--- src/rtl/fx_rounder.sv ---
module fx_rounder #(
  parameter int IW   = 16,
  parameter int OW   = 12,
  parameter int MODE = 3
) (
  input  logic          clk,
  input  logic          rst,
  input  logic          in_valid,
  input  logic [IW-1:0] in_data,
  output logic          out_valid,
  output logic [OW-1:0] out_data
);

  localparam int DW = IW - OW;

  logic [OW-1:0] kept;
  logic          half_bit;
  logic          sign_bit;
  logic          low_zero;
  logic          bump;
  logic [OW-1:0] rounded;

  assign kept     = in_data[IW-1:DW];
  assign half_bit = in_data[DW-1];
  assign sign_bit = in_data[IW-1];

  generate
    if (DW == 1) begin : g_tie_single
      assign low_zero = 1'b1;
    end else begin : g_tie_multi
      assign low_zero = ~|in_data[DW-2:0];
    end
  endgenerate

  generate
    if (MODE == 0) begin : g_trunc
      assign bump = 1'b0;
    end else if (MODE == 1) begin : g_half_up
      assign bump = half_bit;
    end else if (MODE == 2) begin : g_away
      assign bump = half_bit & (~low_zero | ~sign_bit);
    end else begin : g_even
      assign bump = half_bit & (~low_zero | kept[0]);
    end
  endgenerate

  assign rounded = kept + OW'(bump);

  always_ff @(posedge clk) begin
    if (rst) begin
      out_valid <= 1'b0;
      out_data  <= '0;
    end else begin
      out_valid <= in_valid;
      if (in_valid) out_data <= rounded;
    end
  end

  assert_valid_rise_R1: assert property (@(posedge clk) disable iff (rst)
    in_valid |=> out_valid);
  assert_valid_fall_R1: assert property (@(posedge clk) disable iff (rst)
    !in_valid |=> !out_valid);
  assert_hold_R10: assert property (@(posedge clk) disable iff (rst)
    !in_valid |=> $stable(out_data));
  assert_below_half_R7: assert property (@(posedge clk) disable iff (rst)
    (in_valid && !in_data[DW-1]) |=> out_data == $past(in_data[IW-1:DW]));
  assert_step_R8: assert property (@(posedge clk) disable iff (rst)
    in_valid |=> (out_data == $past(in_data[IW-1:DW]) ||
                  out_data == OW'($past(in_data[IW-1:DW]) + 1'b1)));

  generate
    if (MODE == 0) begin : g_chk_trunc
      assert_trunc_R3: assert property (@(posedge clk) disable iff (rst)
        in_valid |=> out_data == $past(in_data[IW-1:DW]));
    end else if (MODE == 1) begin : g_chk_up
      assert_half_up_R4: assert property (@(posedge clk) disable iff (rst)
        (in_valid && in_data[DW-1]) |=> out_data == OW'($past(in_data[IW-1:DW]) + 1'b1));
    end else if (MODE == 2) begin : g_chk_away
      assert_tie_neg_R5: assert property (@(posedge clk) disable iff (rst)
        (in_valid && half_bit && low_zero && sign_bit) |=> out_data == $past(in_data[IW-1:DW]));
      assert_tie_pos_R5: assert property (@(posedge clk) disable iff (rst)
        (in_valid && half_bit && low_zero && !sign_bit) |=> out_data == OW'($past(in_data[IW-1:DW]) + 1'b1));
    end else begin : g_chk_even
      assert_tie_even_R6: assert property (@(posedge clk) disable iff (rst)
        (in_valid && half_bit && low_zero) |=> !out_data[0]);
    end
  endgenerate

endmodule

--- config.mk ---
export PLATFORM = sky130hd
export DESIGN_NAME = fx_rounder
export DESIGN_NICKNAME = d
export VERILOG_FILES = /design/src/rtl/fx_rounder.sv
export SDC_FILE = /design/constraint.sdc
export NUM_CORES = 1
export LEC_CHECK = 0
export ABC_CLOCK_PERIOD_IN_PS = 1260
export BUFFER_PORTS_ARGS = -buffer_cell sky130_fd_sc_hd__buf_2
export CORE_MARGIN = 5
export CORE_UTILIZATION = 39
export DETAILED_ROUTE_END_ITERATION = 6
export GPL_TIMING_DRIVEN = 0
export PLACE_DENSITY = 0.72
export SYNTH_ARGS = -nofsm -noshare
export SYNTH_HDL_FRONTEND = slang
export SYNTH_SLANG_ARGS = --single-unit
--- constraint.sdc ---
create_clock -name clk -period 1.26 [get_ports clk]
set_input_delay 0.189 -clock clk [delete_from_list [all_inputs] [get_ports clk]]
set_output_delay 0.189 -clock clk [all_outputs]
set_load 0.1 [all_outputs]
* Word-level counts from Yosys, hierarchy flattened
Cells that the tools add are included. W data, S select, Z words.
Storage, ports and cells: flip-flop bits (word level) 13, output and inout port bits 13, bits of input ports 19
Cells by class: reduce and logical (&&, ||, !) cells 1, bitwise gates (word level) 2, add/subtract/negate cells 1
Operators by type and width (count):
- $add A12 B1 Y12 | 1
- $reduce_or A3 Y1 | 1
- $and A1 B1 Y1 | 1
- $or A1 B1 Y1 | 1

* Depth between registers and ports, before layout
depth after elaboration 4, gate-level depth with buffers 6, gate-level depth less buffers 6

* Worst setup path after synthesis
Ideal clock, no wire load.
kind flip-flop to flip-flop, start register, netlist name out_data[11], end register out_data[11], period minus slack after synthesis 1.555 ns, library setup time 0.080 ns, stages on the path, launching flop included 4, arrival time 1.476 ns, data required time 1.180 ns, slack -0.295 ns, cells stage by stage dfxtp_1 -> nor2_1 -> a211o_1 -> nor3b_1
RTL lines:
- end signal: assignment | line 55 | if (in_valid) out_data <= rounded;
- end: declaration | line 11 | output logic [OW-1:0] out_data

* Worst setup path after layout
start register out_data[11], end output port out_data[11]
No word-level cell between the ends.

==> results.cfg <==
[clocking]
clock_path_buffers = 2
cts_inserted_buffers = 3
cts.sink_count = 13
clock_transition_at_the_registers_of_the_reported_paths_ns = 0.08
postCtsHoldBufs = 0
worstSkewPairLatency_ns = 0.27
cts_tree = built
post_cts_buffers = 0
htree_num_levels = 1
clockRootBuffer = sky130_fd_sc_hd__clkbuf_4

[sta]
setup_viol = 0
finalHoldWorstSlack_ns = 0.173
worst_slew_pin_slew_ns = 0.490
final_hold_viol_count = 0
report.final.slew_viol_count = 0
worst_clock_skew_ns = 0
maxClockFrequency_ghz = 0.828
grt_setup_unrepaired = no
final_min_period_over_clock_period_pct = 95.9
max_slew_margin_pct = 67.6
min_period_ns = 1.21

[route]
drc = 0
drt_pass1_iterations = 4
routed_wl_um = 1550
num_vias = 682
drt-wirelength-per-cell_um = 11.7
detail-route-antenna-nets = 0
route.detailed.vias_per_inst = 5.17
detailedRoute.firstIterationViolations = 13

[synth]
synthTopCellsByArea = sky130_fd_sc_hd__dfxtp_1, sky130_fd_sc_hd__nor2_1, sky130_fd_sc_hd__xnor2_1, sky130_fd_sc_hd__a211oi_1, sky130_fd_sc_hd__a311oi_1
synthesis.instances = 80
synth_top_cell_area_share_pct = 39.0
synth_area_um2 = 667
post_synth.cell_area_avg_um2 = 8.34
postSynthNetCount = 100
ys_seq_elements = 13
synth-warning-count = 0
synth_cell_types = 28
ys_seq_area_share_pct = 39.0
post-synth-top-area-cell = sky130_fd_sc_hd__dfxtp_1

[grt]
grt_first_pass_wirelength_um = 2720
grt_overflow = 0
maximum_number_of_pins_on_one_net_before_global_route_repair = 11
groute.usage.overall_pct = 13.4
first_global_vias = 642
antenna_violations_before_repair = 0

[layout]
post_layout_instance_count_excluding_filler_cells = 132
layout-drive-gt1-share_pct = 41.7
layout.core_utilization_pct = 54.3
area_growth_pct = 36.0
num-nets-final = 136
postLayoutCellArea_um2 = 907
insertedDiodeCount = 0

[floorplanning]
die_height_um = 51.4
row_count = 15
chipWidth_um = 51.4
floorplan.initialDensity_pct = 39.9
io_pins = 32
die-area_mm2 = 0.00264
coreArea_mm2 = 0.00167

[pwr]
post-layout-total-power_uw = 1090
pwr_density_cell_mw_per_mm2 = 1200
worst_ir_drop_vdd_mv = 0.643
cellLeakagePower_uw = 0.000389

[worst_hold_path]
holdCritPathClass = in -> reg

[place]
dpl.hpwl_um = 1270
dpl_cell_area_um2 = 876
final_replace_weighted_congestion = 0.813
place.detailed.instances = 128
port_buffers = 31

[critical_path]
worstPathCellList = buf_2
critical_path.endpoint_type = primary output
cp_num_buf_inv = 1
cp_data_required_time_ns = 1.07
critPathMaxFanout = 2
slowest_cell_on_the_critical_path = sky130_fd_sc_hd__buf_2
setup.worst_path.class = reg -> out
cp_top_delay_family = buffers and inverters
arrival_worst_endpoint_ns = 1.02
crit_path_max_incr_delay_ns = 0.42
start_kind = flop

[run]
timing.max_cap.violations = 0

[status]
status = complete, no violations
## registers in the layout (all words and copies together) (netlist names)
signal	flops
out_valid	1
out_data	12
## power by group
part / internal [uW] / switching, uW / leakage [uW]
combinational: 84.8 / 294 / 0.000264
clock: 122 / 129 / 0.0000150
sequential: 443 / 12.0 / 0.000110
## layout make-up
| cell class | instances | area (um^2) |
|---|---|---|
| buffer | 3 | 11.3 |
| multi-input combinational | 60 | 403 |
| timing repair buffer | 31 | 160 |
| sequential | 13 | 270 |
| clock buffer | 4 | 26.3 |
| inverter | 4 | 15.0 |
| fill | 173 | 763 |
| tap | 17 | 21.3 |
## metrics by stage
step | setup slack, ns | setup TNS (ns)
floorplan | 0.0141 | 0
global placement | -0.130 | -0.145
detailed placement | -0.158 | -0.205
CTS | 0.0271 | 0
global route | 0.00313 | 0
finish | 0.0516 | 0
## cell families after synthesis
family	Yosys count	synth area share, %
adder cells (fa/ha/maj)	1	1.88
AND/OR/NAND/NOR	34	26.6
flip-flops	13	39.0
XOR/XNOR	7	9.19
buffers and inverters	7	3.94
AO/OA/AOI/OAI	17	17.8
multiplexers	1	1.50
## layout by cell type, fill, tap and decap left out, types with 2 or more instances in the layout
master and instances:
sky130_fd_sc_hd__dfxtp_1 5, sky130_fd_sc_hd__o21ai_0 4, sky130_fd_sc_hd__xor2_1 2, sky130_fd_sc_hd__clkbuf_1 3
sky130_fd_sc_hd__inv_1 4, sky130_fd_sc_hd__a311oi_1 3, sky130_fd_sc_hd__buf_2 29, sky130_fd_sc_hd__or3_1 2
sky130_fd_sc_hd__nor3_2 2, sky130_fd_sc_hd__nand3_1 4, sky130_fd_sc_hd__xnor2_1 5, sky130_fd_sc_hd__a211oi_1 5
sky130_fd_sc_hd__nand2_1 6, sky130_fd_sc_hd__nor2_1 12, sky130_fd_sc_hd__dfxtp_2 8, sky130_fd_sc_hd__clkbuf_4 5
## tightest hold or removal path, delay by kind of cell
kind / cells / cell delay [ns]
compound gates: 1 / 0.09
simple gates: 1 / 0.04
buf+inv: 1 / 0.09
## worst paths after layout
check	startpoint	to	slack (ns)	depth (start not counted)
setup reg to reg	out_data[11]	out_data[11]	0.37	3
setup / recovery	out_data[11]	out_data[11]	0.05	1
hold reg to reg	out_data[9]	out_data[9]	0.45	2
hold / removal	rst	out_data[11]	0.17	3
## synthesized netlist by cell type, drive strengths merged
cell     n
nor4     1
clkbuf   2
nor2    12
a21oi    1
a211o    1
or3      2
nand2b   1
inv      4
xor2     2
a211oi   5
nand4    1
nor3b    1
dfxtp   13
o311a    1
nand2    6
nand3    6
and2     1
ha       1
buf      1
o21ai    5
o22ai    1
mux2i    1
xnor2    5
nor3     3
a311oi   3
## timing repair
action / CTS / global route
hold endpoints to repair: 0 / 0
resized for setup: 0 / 2
endpoints found under the setup margin: 0 / 2
## per-layer routing
layer | GRT usage, % | vias to the layer above | wire [um]
met1 | 16.4 | 306 | 714
li1 | - | 356 | -
met3 | 4.08 | 2 | 63
met4 | 3.93 | 0 | 9
met5 | 0 | - | 0
met2 | 22.3 | 18 | 758
Power figures use the tool's default switching activity.
